`config.mk`:
```
export PLATFORM = sky130hd
export DESIGN_NAME = adc_scan_host
export DESIGN_NICKNAME = d
export VERILOG_FILES = /design/src/rtl/adc_scan_pkg.sv /design/src/rtl/adc_scan_ctrl.sv /design/src/rtl/adc_scan_dp.sv /design/src/rtl/adc_scan_host.sv
export SDC_FILE = /design/constraint.sdc
export NUM_CORES = 1
export LEC_CHECK = 0
export ABC_AREA = 1
export BUFFER_PORTS_ARGS = -buffer_cell sky130_fd_sc_hd__buf_2
export CAP_MARGIN = 5
export CORE_MARGIN = 2
export CORE_UTILIZATION = 40
export CTS_CLUSTER_SIZE = 8
export DETAILED_ROUTE_END_ITERATION = 8
export GPL_ROUTABILITY_DRIVEN = 0
export GPL_TIMING_DRIVEN = 0
export MAX_ROUTING_LAYER = met4
export PLACE_DENSITY_LB_ADDON = 0.3
export SLEW_MARGIN = 25
export SYNTH_ARGS = -nofsm -noshare
export SYNTH_HDL_FRONTEND = slang
export SYNTH_SLANG_ARGS = --single-unit
```
`constraint.sdc`:
```
create_clock -name clk -period 3.7 [get_ports clk]
set_clock_uncertainty 0.05 [all_clocks]
set_input_delay 0.37 -clock clk [delete_from_list [all_inputs] [get_ports clk]]
set_output_delay 0.37 -clock clk [all_outputs]
set_load 0.01 [all_outputs]
```
`src/rtl/adc_scan_pkg.sv`:
```
package adc_scan_pkg;
  // converter word and field geometry
  localparam int WORD_W   = 16;
  localparam int RES_W    = 12;
  localparam int CHAN_W   = 3;
  localparam int NCHAN    = 1 << CHAN_W;
  localparam int CHAN_LSB = 11;   // word bit 11 = first-byte bit 3
  localparam int BIT_W    = $clog2(WORD_W);

  typedef struct packed {
    logic loadCmd;    // start of conversion: pick channel, load command
    logic firstConv;  // with loadCmd: this conversion is the dummy
    logic shiftTx;    // falling edge inside a conversion
    logic sampleRx;   // rising edge: capture miso
    logic finish;     // all 16 bits captured
  } strobe_t;

  typedef enum logic [2:0] {
    PH_IDLE,
    PH_SETUP,
    PH_LOW,
    PH_HIGH,
    PH_GAP
  } phase_t;
endpackage

```
`src/rtl/adc_scan_ctrl.sv`:
```
module adc_scan_ctrl
  import adc_scan_pkg::*;
#(
  parameter int HALF_DIV = 4
) (
  input  logic    clk,
  input  logic    rstN,
  input  logic    scanEn,
  input  logic    burstMode,
  input  logic    maskAny,
  input  logic    resValid,
  input  logic    resReady,
  output logic    csN,
  output logic    sclk,
  output strobe_t stb
);
  localparam int CNT_W = (HALF_DIV > 1) ? $clog2(HALF_DIV) : 1;
  localparam logic [CNT_W-1:0] CNT_LAST = CNT_W'(HALF_DIV - 1);
  localparam logic [BIT_W-1:0] BIT_LAST = BIT_W'(WORD_W - 1);

  phase_t           phase;
  logic [CNT_W-1:0] cnt;
  logic [BIT_W-1:0] bitIdx;
  logic             csReg;
  logic             sclkReg;
  logic             firstPend;

  logic halfEnd, canRun, resFree, lastBit;

  assign halfEnd = (cnt == CNT_LAST);
  assign canRun  = scanEn && maskAny;
  assign resFree = !resValid || resReady;
  assign lastBit = (bitIdx == BIT_LAST);
  assign csN     = csReg;
  assign sclk    = sclkReg;

  always_comb begin
    stb = '0;
    stb.finish = (phase == PH_HIGH) && lastBit && (cnt == '0);
    case (phase)
      PH_SETUP: begin
        if (halfEnd && canRun) begin
          stb.loadCmd   = 1'b1;
          stb.firstConv = firstPend;
        end
      end
      PH_LOW: begin
        if (halfEnd) stb.sampleRx = 1'b1;
      end
      PH_HIGH: begin
        if (halfEnd) begin
          if (!lastBit) begin
            stb.shiftTx = 1'b1;
          end else if (resFree && canRun && !burstMode) begin
            stb.loadCmd = 1'b1;
          end
        end
      end
      default: ;
    endcase
  end

  always_ff @(posedge clk) begin
    if (!rstN) begin
      phase     <= PH_IDLE;
      cnt       <= '0;
      bitIdx    <= '0;
      csReg     <= 1'b1;
      sclkReg   <= 1'b1;
      firstPend <= 1'b0;
    end else begin
      case (phase)
        PH_IDLE: begin
          cnt <= '0;
          if (canRun) begin
            phase     <= PH_SETUP;
            csReg     <= 1'b0;
            firstPend <= 1'b1;
          end
        end
        PH_SETUP: begin
          if (!halfEnd) begin
            cnt <= cnt + 1'b1;
          end else begin
            cnt <= '0;
            if (canRun) begin
              phase     <= PH_LOW;
              sclkReg   <= 1'b0;
              bitIdx    <= '0;
              firstPend <= 1'b0;
            end else begin
              phase <= PH_IDLE;
              csReg <= 1'b1;
            end
          end
        end
        PH_LOW: begin
          if (!halfEnd) begin
            cnt <= cnt + 1'b1;
          end else begin
            cnt     <= '0;
            phase   <= PH_HIGH;
            sclkReg <= 1'b1;
          end
        end
        PH_HIGH: begin
          if (!halfEnd) begin
            cnt <= cnt + 1'b1;
          end else if (!lastBit) begin
            cnt     <= '0;
            phase   <= PH_LOW;
            sclkReg <= 1'b0;
            bitIdx  <= bitIdx + 1'b1;
          end else if (resFree) begin
            cnt <= '0;
            if (canRun && !burstMode) begin
              phase   <= PH_LOW;
              sclkReg <= 1'b0;
              bitIdx  <= '0;
            end else begin
              phase <= PH_GAP;
              csReg <= 1'b1;
            end
          end
        end
        PH_GAP: begin
          if (!halfEnd) begin
            cnt <= cnt + 1'b1;
          end else begin
            cnt <= '0;
            if (canRun) begin
              phase <= PH_SETUP;
              csReg <= 1'b0;
            end else begin
              phase <= PH_IDLE;
            end
          end
        end
        default: begin
          phase   <= PH_IDLE;
          csReg   <= 1'b1;
          sclkReg <= 1'b1;
        end
      endcase
    end
  end
endmodule

```
`src/rtl/adc_scan_dp.sv`:
```
module adc_scan_dp
  import adc_scan_pkg::*;
(
  input  logic              clk,
  input  logic              rstN,
  input  strobe_t           stb,
  input  logic [NCHAN-1:0]  chanMask,
  input  logic              miso,
  input  logic              resReady,
  output logic              mosi,
  output logic              resValid,
  output logic [RES_W-1:0]  resData,
  output logic [CHAN_W-1:0] resChan
);
  logic [WORD_W-1:0] txWord;
  logic [WORD_W-1:0] txNext;
  logic [RES_W-1:0]  rxWord;
  logic [CHAN_W-1:0] reqCh;
  logic [CHAN_W-1:0] pendCh;
  logic [CHAN_W-1:0] baseCh;
  logic [CHAN_W-1:0] pickCh;
  logic              convDummy;

  assign baseCh = stb.firstConv ? CHAN_W'(NCHAN - 1) : reqCh;

  // next set mask bit above baseCh, wrapping
  always_comb begin
    logic             found;
    logic [CHAN_W-1:0] idx;
    found  = 1'b0;
    pickCh = baseCh;
    for (int k = 1; k <= NCHAN; k++) begin
      idx = baseCh + CHAN_W'(k);
      if (!found && chanMask[idx]) begin
        pickCh = idx;
        found  = 1'b1;
      end
    end
  end

  always_comb begin
    txNext = '0;
    txNext[CHAN_LSB +: CHAN_W] = pickCh;
  end

  assign mosi = txWord[WORD_W-1];

  always_ff @(posedge clk) begin
    if (!rstN) begin
      txWord    <= '0;
      rxWord    <= '0;
      reqCh     <= '0;
      pendCh    <= '0;
      convDummy <= 1'b1;
    end else begin
      if (stb.loadCmd) begin
        txWord    <= txNext;
        reqCh     <= pickCh;
        pendCh    <= reqCh;
        convDummy <= stb.firstConv;
      end else if (stb.shiftTx) begin
        txWord <= {txWord[WORD_W-2:0], 1'b0};
      end
      if (stb.sampleRx) rxWord <= {rxWord[RES_W-2:0], miso};
    end
  end

  always_ff @(posedge clk) begin
    if (!rstN) begin
      resValid <= 1'b0;
      resData  <= '0;
      resChan  <= '0;
    end else if (stb.finish && !convDummy) begin
      resValid <= 1'b1;
      resData  <= rxWord;
      resChan  <= pendCh;
    end else if (resValid && resReady) begin
      resValid <= 1'b0;
    end
  end
endmodule

```
`src/rtl/adc_scan_host.sv`:
```
module adc_scan_host
  import adc_scan_pkg::*;
#(
  parameter int HALF_DIV = 4
) (
  input  logic        clk,
  input  logic        rstN,
  input  logic        scanEn,
  input  logic        burstMode,
  input  logic [7:0]  chanMask,
  output logic        csN,
  output logic        sclk,
  output logic        mosi,
  input  logic        miso,
  output logic        resValid,
  input  logic        resReady,
  output logic [11:0] resData,
  output logic [2:0]  resChan
);
  strobe_t stb;

  adc_scan_ctrl #(.HALF_DIV(HALF_DIV)) ctrl_i (
    .clk      (clk),
    .rstN     (rstN),
    .scanEn   (scanEn),
    .burstMode(burstMode),
    .maskAny  (|chanMask),
    .resValid (resValid),
    .resReady (resReady),
    .csN      (csN),
    .sclk     (sclk),
    .stb      (stb)
  );

  adc_scan_dp dp_i (
    .clk     (clk),
    .rstN    (rstN),
    .stb     (stb),
    .chanMask(chanMask),
    .miso    (miso),
    .resReady(resReady),
    .mosi    (mosi),
    .resValid(resValid),
    .resData (resData),
    .resChan (resChan)
  );
endmodule

```
==> reports/summary.md, run 1 <==
The final max-slew violation count was 0; the clock network latency to the later pin of the worst-skew pair was 310 ps. The count of cells in the finished layout, fillers not included, comes to 591. The logs give 161 uV for the maximum VDD drop and 61.6% for the normalized max-slew margin. The post-layout instance area is 3440 sq um, and the placed cell count is 583.

Synthesized net count: 470. The logs give 5 for the number of clock buffers inserted by TritonCTS and 334 MHz for the maximum frequency from static timing analysis. The worst hold path begins at miso. The slowest stage cell on the critical path is dfxtp_1.

Startpoint kind of the worst setup timing path: a register. Global routing used 18.5% of the available tracks across all layers. The flow ran to the end, and the final reports show no timing, DRC or antenna violations.

Count of different cell masters after synthesis: 37. The root buffer cell chosen for the clock tree is clkbuf_8. The largest fanout of any net on the critical path came out at 10. The initialized floorplan defines 31 standard-cell rows.

In this run the horizontal extent of the chip is 90.9 microns. Setup slack closes at 709 ps. Starting density of the core: 41.4%. The die covers 8270 sq um. The register clock-pin slew on the reported worst setup and hold paths is 100 ps, and the deepest clock path buffer count is 2. The endpoint identified for the worst register-to-register timing path is dp_i.reqCh[1].

Summing the areas of all and, or, nand and nor instances in the mapped netlist gives 33.5% of the synthesized area. The min-delay analysis places its worst path in the category in -> reg. The quantity of I/O buffers inserted on ports is 32, and the post-CTS setup-driven buffer insertion count is 0.

The count of cells along the worst register-to-register path was 22; the final net count was 509. The logs give 0 for the number of endpoints with negative hold slack in the final report and 0 ps for the setup total negative slack. The run gives 2814 as the number of global-route vias before repair.

TritonCTS built the clock tree. For hold timing, the worst endpoint is dp_i.rxWord[0]. Among the stages of the critical path, the cell type that occurs most often is nand2_2.

The shortest clock period the worst path allows after layout is 2990 ps, and the fraction of the cycle the final worst path needs is 80.8%. After synthesis, the share of flip-flops with an asynchronous set or reset is 0%. The adder-cell area share of the yosys netlist works out to 1.66%. Setup repair after global routing left no endpoint under its margin.

The synthesized design devotes to its leading area cell type 34.5% of total area. The H-tree generated during clock tree synthesis spans 2 levels. For this design, the sink count on the clock tree is 52. The average vias per placed instance was 5.04.

Critical path start-end classification: reg -> reg. The number of warnings reported in the yosys synthesis log was 0; the via count of the routed design was 2980. The most frequently used flop master after synthesis was dfxtp_1. Slew at the pin closest to its max-slew limit: 576 ps. The worst setup path is captured at a register.

Once the clock tree was built, the resizer swapped 0 gates to a different size. In the post-synthesis netlist, the cell with the most instances is nand2_1. The share of the synthesized area in compound gates (AO/OA/AOI/OAI) is 18.1%, and the required time reported for the critical path endpoint is 3840 ps.

For the worst setup path, the data arrival time is 3130 ps. Ranked by total cell area, the synthesized netlist is headed by dfxtp_1 (34%), nand2_1 (12%), inv_1 (8.1%). For this block, the initial DRC count from the detailed router was 149. The XOR/XNOR share of the synthesized area came out at 0.290%. The delay of the slowest cell on the worst path is 420 ps. Summed over all cells, the static leakage comes to 1.51 nW. The critical path goes through inv_2 > nand2_2 > nor2_4 > nand4_4 > nand2_4 > buf_12 > ha_1 > inv_1 > nand2_1 > nand3_1 > nand2_2 > nand3_2 > inv_2 > nand2_2 > nor2_4 > nand3b_2 > o21ai_0 > inv_1 > nand2_1 > nand2_1 > nand2_2 > o21ai_2.

Averaged over all synthesized cells, the footprint is 6.69 sq um. After global routing the overflow that remains totals 0. By count the netlist is led by nand2_1 (94), inv_1 (65), dfxtp_1 (52). Yosys mapped a number of flops with a built-in enable equal to 0.

Entering global routing, the biggest net connects 18 pins. After technology mapping, the gate count stands at 452. After detailed placement, the total cell area comes to 3310 sq um. The first global-routing pass estimated 12500 microns of wire. In this run the vertical extent of the chip is 90.9 microns. The core region is 7290 sq um.

For the share of the yosys chip area belonging to registers, the log shows 34.5%. The fraction of layout cells with a size suffix above 1 works out to 16.9%. Power spread over the standard cell area amounts to 407 nW/um^2. Across all register-to-register paths, the minimum setup slack is 710 ps. The tools report the startpoint of the lowest-slack register-to-register path as ctrl_i.phase[2]. The logs give 0 for the number of remaining DRC errors and 0 for the antenna diode count. The logs give 5460 microns for the post-detailed-placement half-perimeter wirelength and 0 for the number of setup violations in the final report. The antenna violation net count after detailed routing is 0, and the hold-critical path depth is 3. Across the run, the number of max-cap violations was 0. The synthesis-stage register bit count is 52, and the worst slack at placement is 396 ps. After synthesis, the share of cell area in mux cells is 0%. After clock tree synthesis, the flow added hold-fix buffers numbering 0. The layout-stage area growth over the synthesis result works out to 14.0%. Of all cell types, the one taking the most synthesized area is dfxtp_1. Summed instance area of the synthesized netlist: 3020 sq um.

The logs give 33 for the count of pins on the block boundary and 7100 microns for the post-detailed-routing wire length. The first detailed-routing pass ran for 5 iterations. The largest family of logic cells by synthesized area was simple AND/OR/NAND/NOR gates. The number of antenna violations at the first check in global routing is 0, and the detail-routed net length per standard cell is 12.0 microns.
routing by layer:
metal,part of all wire (%),global-route usage [%]
met3,3.4,2.92
met5,0,-
met4,1.3,5.05
met2,48,32.0
met1,47,22.5
critical path: cells and delay by family, from the launching register on:
family / cells / cell delay [ps]
flops: 1 / 420
simple gates: 14 / 1380
compound gates: 2 / 150
fa+ha+maj: 1 / 370
buf+inv: 5 / 460
layout by cell type (no fill, tap or decap), drive strengths merged:
master	count
bufinv	2
and3	1
a31oi	2
o211ai	3
a21oi	46
nand4	6
and2	1
o41ai	1
o2111ai	1
inv	71
nand3b	1
nand3	56
xor2	1
buf	36
nor2	32
o21ai	38
nand2	110
clkbuf	16
a211oi	4
a22oi	2
clkinv	3
ha	4
o211a	1
o21a	1
or2	1
dfxtp	52
kinds of logic after synthesis:
kind of cell / after synthesis
simple gates: 208
buf+inv: 88
fa+ha+maj: 4
compound gates: 99
xor+xnor: 1
flops: 52
metrics by stage:
step                hold slack [ps]  util [%]  power [W]
finish                          274      47.2    0.00140
global placement                381      45.3   0.000939
floorplan                       373         -   0.000868
global route                    273      47.2    0.00148
CTS                             269      47.2    0.00141
detailed placement              384      45.3   0.000945
sequential cells by signal, indices dropped and copies added, names as in the netlist:
name and cells:
ctrl_i.phase 3, dp_i.reqCh 3, dp_i.resValid 1, ctrl_i.sclk 1, dp_i.txWord 5, ctrl_i.bitIdx 4
ctrl_i.cnt 2, dp_i.resChan 3, dp_i.resData 12, dp_i.rxWord 12, ctrl_i.csN 1, ctrl_i.firstPend 1
dp_i.pendCh 3, dp_i.convDummy 1
area by class of cell:
cell class                      count  area [sq um]
Timing Repair Buffer               32           160
Buffer                             15          87.6
Sequential cell                    52          1040
Tap cell                           99           124
Fill cell                         798          3850
Clock buffer                        5          68.8
Clock inverter                      3          68.8
Inverter                           73           274
Multi-Input combinational cell    312          1620
report_power, final:
| group | switching (W) | total, W | internal (W) | leakage, nW |
|---|---|---|---|---|
| Sequential | 0.0000289 | 0.000621 | 0.000592 | 0.420 |
| Clock | 0.000194 | 0.000466 | 0.000272 | 0.0687 |
| Combinational | 0.000205 | 0.000313 | 0.000108 | 1.02 |
how the worst max path moves through the flow:
stage,start,endpoint,slack [ps],cells past startpoint
finish,ctrl_i.phase[2],dp_i.reqCh[1],710,22
global placement,chanMask[7],dp_i.reqCh[1],450,24
CTS,ctrl_i.phase[2],dp_i.reqCh[1],720,22
floorplan,chanMask[7],dp_i.reqCh[1],1000,23
global route,ctrl_i.phase[2],dp_i.reqCh[1],390,22
detailed placement,chanMask[7],dp_i.reqCh[1],400,24
Power figures use the tool's default switching activity.
==> run 2, diff against run 1 <==
--- a/config.mk
+++ b/config.mk
@@ -5,7 +5,7 @@
 export SDC_FILE = /design/constraint.sdc
 export NUM_CORES = 1
 export LEC_CHECK = 0
-export ABC_AREA = 1
+export ABC_AREA = 0
 export BUFFER_PORTS_ARGS = -buffer_cell sky130_fd_sc_hd__buf_2
 export CAP_MARGIN = 5
 export CORE_MARGIN = 2
==> constraint.sdc (replaced) <==
create_clock -name clk -period 3 [get_ports clk]
set_clock_uncertainty 0.05 [all_clocks]
set_input_delay 0.3 -clock clk [delete_from_list [all_inputs] [get_ports clk]]
set_output_delay 0.3 -clock clk [all_outputs]
set_load 0.01 [all_outputs]
==> run 2 against run 1 <==
The run now ends with setup timing left. Total power down 4.7%. Non-clock buffer count up 27. Core utilization up 1.6 points. First-iteration DRC count up 46%. Routed wire length up 39%. Synthesized cell count up 4.2%. Worst hold slack worse by 84 ps. Area after synthesis up 17%.
==> reports/summary.md, run 2 <==
Startpoint of the lowest-slack register-to-register path: ctrl_i.cnt[0]. Critical path start-end classification: reg -> reg. The setup slack after layout came out at -351 ps (-1060 ps). Ranked by total cell area, the synthesized netlist is headed by dfxtp_1 (30%), nand2_1 (11%), a21boi_0 (7.2%). The library cell used most frequently in the layout, excluding fill and tap cells, is nand2_1. The number of remaining DRC errors came out at 0 (unchanged). The worst reg-to-reg setup slack was -350 ps (-1060 ps); the share of the yosys chip area belonging to registers was 29.6% (-4.9 points). The count of pins on the block boundary is 33 (unchanged).

The class of the tightest hold or removal check was in -> reg. The number of antenna violations at the first check in global routing is 0 (unchanged), and the detail-routed net length per standard cell is 15.6 microns (+30%). The checks that failed: setup timing. The tools report the capture point of the worst reg-to-reg path as dp_i.reqCh[1]. The post-synthesis async set-or-reset flop share came out at 0% (unchanged). The logs give 3520 sq um (+17%) for the summed instance area of the synthesized netlist and 0 (unchanged) for the antenna violation net count after detailed routing. Final max-slew violation count: 0 (unchanged).

In this run the worst setup path terminates at dp_i.reqCh[1]. The run gives 5 (unchanged) as the number of clock buffers inserted by TritonCTS. The count of standard-cell rows was 34 (+9.7%); the antenna diode count was 0 (unchanged). The mean instance size in the synthesized netlist is 7.48 sq um (+12%).

The run gives 489 (+4.0%) as the synthesized net count. The largest fanout of any net on the critical path is 5 (-5). Library cell with the highest instance count after synthesis: nand2_1.

The number of hold buffers added after CTS is 0 (unchanged), and the register clock-pin slew on the reported worst setup and hold paths is 90 ps (about the same). The number of flops mapped to enable cells by yosys was 0 (unchanged); the maximum level of the CTS H-tree was 2 (unchanged). Synthesis-stage register bit count: 52 (unchanged). Setup repair after global routing could not meet its margin everywhere. The tools report the via count of the routed design as 3715 (+25%). Fraction of layout cells with a size suffix above 1: 21.6% (+4.7 points). Average vias per placed instance: 5.88 (+17%). The die area was 9570 sq um (+16%).

Final net count: 541 (+6.3%). The logs give 632 (+6.9%) for the final cell count without fillers and 9880 microns (+39%) for the post-detailed-routing wire length. The logs give 6 (+1) for the number of iterations in the first detailed-routing pass and 52 (unchanged) for the number of sinks on the clock net. The flow ran to the end, but the final reports show violations. For the post-detailed-placement half-perimeter wirelength, the log shows 7110 microns (+30%). The top cell types in the final layout, fill and taps aside, are nand2_1 (103), dfxtp_1 (48), buf_2 (35).

The tools report the placeable core region as 8640 sq um (+18%). The fraction of the core area covered by cells at the end of the flow was 48.8% (+1.6 points); the detailed router's first-iteration violation count was 217 (+46%). The fraction of the cycle the final worst path needs was 112% (+31 points). By count the netlist is led by nand2_1 (106), dfxtp_1 (52), a21boi_0 (34). The number of endpoints with negative hold slack in the final report is 0 (unchanged).

The aggregate global-route resource usage is 21.2% (+2.7 points). The tools report the clock network latency to the later pin of the worst-skew pair as 310 ps (about the same). The placed cell count was 607 (+4.1%).

The total congestion overflow was 0 (unchanged); the data arrival at the endpoint of the critical path was 3490 ps (+360 ps). The worst setup path is launched from a register. Die width: 97.8 microns (+7.6%).

The tools report the first-pass GRT wire length as 16700 microns (+34%). The maximum VDD drop is 329 uV (+100%). For the number of cells produced by synthesis, the log shows 471 (+4.2%). The largest registers in the layout are dp_i.resData (12), dp_i.rxWord (12), dp_i.txWord (5).

The tools report the number of warnings reported in the yosys synthesis log as 0 (unchanged). Count of different cell masters after synthesis: 67 (+81%). The starting density of the core was 40.8% (-0.67 points); the largest net degree at the start of global routing was 17 (-1). For the deepest clock path buffer count, the log shows 2 (unchanged). The most frequently used flop master after synthesis is dfxtp_1. The floorplan die height works out to 97.8 microns (+7.6%).

Clock tree synthesis selected as its root buffer the cell clkbuf_8. The setup total negative slack is -1630 ps (-1630 ps), and the slew at the pin closest to its max-slew limit is 577 ps (+1.12 ps). Shortest clock period the worst path allows after layout: 3350 ps (+360 ps).

The number of global-route vias before repair came out at 3406 (+21%). Summed over all instances, the cell type with the most area after synthesis is dfxtp_1. The power density over the cells is 316 nW/um^2 (-22%). For the number of setup violations in the final report, the log shows 6 (+6). The count of cells along the worst register-to-register path was 15 (-32%); the quantity of I/O buffers inserted on ports was 28 (-13%). The run gives 61.5% (-0.075 points) as the normalized max-slew margin. The tools report the worst slack at placement as -819 ps (-1210 ps).

The tools report the critical path endpoint category as a register. The fraction of synthesized cell area taken by the top area cell type was 29.6% (-4.9 points). Compared with the post-synthesis result, the final layout area differs by 19.7%. For the maximum frequency from static timing analysis, the log shows 298 MHz (-11%). TritonCTS built the clock tree. The most critical setup path has its startpoint at ctrl_i.cnt[0]. The max-capacitance violation count came out at 0 (unchanged).

The static power due to leakage is 1.55 nW (+2.5%), and the required time reported for the critical path endpoint is 3140 ps (-700 ps).
## run 2: cell families (layout without fill, tap and decap cells)
logic type,after synthesis,in the layout,share of synthesized area [%]
flip-flops,52,52,29.6
XOR/XNOR,7,7,1.74
AO/OA/AOI/OAI,145,145,29.8
multiplexers,20,20,5.86
AND/OR/NAND/NOR,204,204,27.0
buffers and inverters,39,92,4.58
adder cells (fa/ha/maj),4,4,1.42
## run 2: metal layers
metal  track usage, %  up-vias  routed length, microns
li1                 -     1793                       -
met1             28.0     1732                    4320
met2             33.7      163                    4600
met3             2.65       27                     693
met4             7.37        0                     260
met5                -        -                       0
## run 2: worst min path at each step
stage                    start               to  slack, ps  depth (start not counted)
3_3_place_gp   dp_i.txWord[14]  dp_i.txWord[14]        400                          2
4_1_cts                   miso   dp_i.rxWord[0]        180                          3
6_report                  miso   dp_i.rxWord[0]        190                          3
5_1_grt                   miso   dp_i.rxWord[0]        220                          3
3_5_place_dp     ctrl_i.cnt[0]    ctrl_i.cnt[0]        400                          1
2_1_floorplan  dp_i.txWord[11]  dp_i.txWord[11]        380                          2
## run 2: critical path, cell delays in order, from the launching register on
cell	delay [ps]
dfxtp_2	360
ha_4	140
nand4b_1	160
nor2_4	250
a21oi_4	80
inv_2	70
ha_4	180
xor2_4	180
mux2i_1	240
o31ai_2	100
a311oi_4	340
o21ai_2	130
or3_1	320
a22o_1	240
a221oi_4	290
nor3_1	90
## run 2: cell type report
type                            count  area, sq um
Buffer                             29          135
Fill cell                         878         4420
Multi-Input combinational cell    380         2510
Clock inverter                      2         13.8
Timing Repair Buffer               45          268
Clock buffer                        6         72.6
Inverter                           10         37.5
Sequential cell                    52         1050
Tap cell                          108          135
## run 2: repair_timing
item | CTS | global route
buffers inserted | 13 | 4
resized for setup | 18 | 7
pin swaps | 15 | 4
setup endpoints to repair | 6 | 15
## run 2: per-stage QoR
step	power, W	hold slack [ps]	cell area, sq um
6_report	0.00133	189	4220
3_5_place_dp	0.000925	404	3880
4_1_cts	0.00134	181	4160
5_1_grt	0.00139	222	4220
2_1_floorplan	0.000869	383	3600
3_3_place_gp	0.000921	398	3880
## run 2: power breakdown
group / internal (W) / switching [W]
Sequential: 0.000701 / 0.0000120
Combinational: 0.0000913 / 0.000129
Clock: 0.000167 / 0.000234
Total: 0.000959 / 0.000375
==> run 3, diff against run 2 <==
--- a/config.mk
+++ b/config.mk
@@ -8,6 +8,8 @@
 export ABC_AREA = 0
 export BUFFER_PORTS_ARGS = -buffer_cell sky130_fd_sc_hd__buf_2
 export CAP_MARGIN = 5
+export CELL_PAD_IN_SITES_DETAIL_PLACEMENT = 1
+export CELL_PAD_IN_SITES_GLOBAL_PLACEMENT = 1
 export CORE_MARGIN = 2
 export CORE_UTILIZATION = 40
 export CTS_CLUSTER_SIZE = 8
@@ -16,6 +18,7 @@
 export GPL_TIMING_DRIVEN = 0
 export MAX_ROUTING_LAYER = met4
 export PLACE_DENSITY_LB_ADDON = 0.3
+export SKIP_CTS_REPAIR_TIMING = 1
 export SLEW_MARGIN = 25
 export SYNTH_ARGS = -nofsm -noshare
 export SYNTH_HDL_FRONTEND = slang
==> run 3 against run 2 <==
Sequential cell count unchanged. Sequential share of layout area rose by 0.52 points. Combinational power about the same. Core utilization is 0.94 points lower. Critical endpoint unchanged. Sequential power is essentially flat. Register-to-register slack got worse by 130 ps. Die area did not move. Total power is 1.2% higher. The flow still finishes with violations (setup timing). Routed wire length is 12% higher. Count of clock-buffer cells in the layout down 1. Non-clock buffer count shrank 6.
==> reports/summary.md, run 3 (same netlist as run 2, synthesis figures left out) <==
The fraction of the cycle the final worst path needs is 116% (+4.2 points). The logs give -2410 ps (-782 ps) for the setup total negative slack and 40.8% (unchanged) for the starting density of the core. The count of standard-cell rows is 34 (unchanged), and the required time reported for the critical path endpoint is 3130 ps (about the same). The critical path buffer and inverter count was 1 (unchanged); the largest fanout of any net on the critical path was 5 (unchanged). The slew at the pin closest to its max-slew limit works out to 653 ps (+76.4 ps).

The tools report the via count of the routed design as 3649 (-1.8%). Hold slack: 185 ps (-4.81 ps). The detail-routed net length per standard cell is 17.7 microns (+13%), and the detailed router's first-iteration violation count is 203 (-6.5%). The first-pass GRT wire length is 17800 microns (+6.6%), and the static power due to leakage is 1.52 nW (-2.2%). The leading cell type in the layout, fill and taps excluded is nand2_1. The critical path in this run is classified as reg -> reg. The number of antenna violations at the first check in global routing was 0 (unchanged); the number of setup violations in the final report was 6 (unchanged). Critical path endpoint category: a register. The tools report the count of pins on the block boundary as 33 (unchanged).

The placed cell count is 607 (unchanged). Library cell used as clock root buffer: clkbuf_8. The logs give 0 (unchanged) for the number of endpoints with negative hold slack in the final report and 52 (unchanged) for the number of sinks on the clock net.

The shortest clock period the worst path allows after layout was 3480 ps (+127 ps); the setup slack after layout was -478 ps (-127 ps). For the normalized max-slew margin, the log shows 56.4% (-5.1 points). The critical path goes through ha_4 > nand4b_1 > nor2_4 > a21oi_4 > inv_2 > ha_4 > xor2_4 > mux2i_1 > o31ai_2 > a311oi_2 > o21ai_2 > or3_1 > a22o_1 > a221oi_2 > nor3_1. The aggregate global-route resource usage was 23.1% (+1.9 points).

For the cell-internal power, the log shows 0.000954 W (-0.51%). The final max-slew violation count is 0 (unchanged), and the clock network latency to the later pin of the worst-skew pair is 310 ps (about the same). The antenna violation net count after detailed routing is 0 (unchanged). The tools report the net switching power as 0.000396 W (+5.5%).

For the maximum level of the CTS H-tree, the log shows 2 (unchanged). The number of remaining DRC errors came out at 0 (unchanged). The final net count came out at 535 (-1.1%).

The largest registers in the layout are dp_i.resData (12), dp_i.rxWord (12), dp_i.txWord (5). The run gives 8490 microns (+19%) as the post-detailed-placement half-perimeter wirelength. Setup repair after global routing could not meet its margin everywhere. The delay of the slowest cell on the worst path is 380 ps (+20 ps), and the max-capacitance violation count is 0 (unchanged). The antenna diode count was 0 (unchanged); the layout-stage area growth over the synthesis result was 17.4%.

Startpoint kind of the worst setup timing path: a register. The tools report the die area as 9570 sq um (unchanged). Post-detailed-routing wire length: 11100 microns (+12%). The logs give 288 MHz (-3.7%) for the maximum frequency from static timing analysis and 16.5% (about the same) for the logic gate share of total power. The tools report the maximum VDD drop as 244 uV (-26%). The quantity of I/O buffers inserted on ports was 28 (unchanged).

The deepest clock path buffer count was 2 (unchanged); the final cell count without fillers was 626 (-0.95%). Number of global-route vias before repair: 3643 (+7.0%). The share of power burned in registers is 52.8% (-0.7 points), and the data arrival at the endpoint of the critical path is 3610 ps (+120 ps).

The checks that failed: setup timing. In the layout the commonest cells are nand2_1 (103), dfxtp_1 (49), buf_2 (37). The run finished, with violations left. The power density over the cells works out to 327 nW/um^2 (+3.2%). In this design, the critical path's most frequently occurring cell is ha_4. The total congestion overflow is 0 (unchanged).

The register clock-pin slew on the reported worst setup and hold paths is 110 ps (+20 ps). TritonCTS built the clock tree. The number of clock buffers inserted by TritonCTS is 5 (unchanged). For the largest net degree at the start of global routing, the log shows 18 (+1). Total power of the final layout: 0.00135 W (+1.2%). The worst hold path belongs to the class in -> reg. The largest individual stage delay along the critical path comes from the cell dfxtp_4.

The fraction of layout cells with a size suffix above 1 works out to 20.1% (-1.5 points). The switching power share of the total is 29.3% (+1.2 points), and the average vias per placed instance is 5.83 (-0.84%). The floorplan die height is 97.8 microns (unchanged), and the clock power share is 30.7% (+0.7 points). Cell family contributing the most delay on the critical path: compound AO/OA/AOI/OAI gates.

The number of iterations in the first detailed-routing pass came out at 5 (-1). The placeable core region came out at 8640 sq um (unchanged). The die width was 97.8 microns (unchanged).
## run 3: cell types whose count changed in the layout (fill, tap and decap cells not counted), sizes merged
cell	delta
buf	-5
clkbuf	-2
clkinvlp	+1
## run 3: per-layer routing
metal	routed length, microns	global-route usage, %	up-vias	share of wire [%]
met3	443	2.79	11	4.0
met1	5040	29.5	1780	45
met5	0	-	-	0
met2	5500	39.5	79	50
met4	109	5.13	0	0.98
li1	-	-	1779	-
## run 3: tightest hold or removal path, stage by stage
cell      delay (ps)
buf_2            100
nand2_1           40
a21boi_0          60
## run 3: power groups by stage
stage          clock network [W]  logic (W)  registers, W
6_report                0.000414   0.000223      0.000712
3_5_place_dp                   0   0.000206      0.000727
5_1_grt                 0.000445   0.000245      0.000714
2_1_floorplan                  0   0.000143      0.000726
3_3_place_gp                   0   0.000198      0.000727
4_1_cts                 0.000426   0.000207      0.000712
## run 3: per-stage QoR
stage / util, % / worst slack [ps] / cell area (sq um)
final: 47.9 / -478 / 4130
after global routing: 47.9 / -611 / 4130
after CTS: 46.0 / -951 / 3970
after detailed placement: 44.9 / -914 / 3880
after global placement: 44.9 / -824 / 3880
after floorplan: - / -216 / 3600
## run 3: final cells by class
cell class | count | area (sq um)
flip-flops and latches | 52 | 1050
fillers | 1117 | 4500
inverters | 10 | 37.5
plain buffers | 29 | 130
repair buffers | 39 | 223
multi-input cells | 380 | 2470
well taps | 108 | 135
clock inverters | 3 | 21.3
clock buffers | 5 | 68.8
## run 3: final timing paths
check	startpoint	to	slack [ps]	cells after the start
max reg2reg	ctrl_i.cnt[1]	dp_i.reqCh[1]	-480	15
max	ctrl_i.cnt[1]	dp_i.reqCh[1]	-480	15
min reg2reg	dp_i.txWord[13]	dp_i.txWord[14]	400	2
min	miso	dp_i.rxWord[0]	180	3
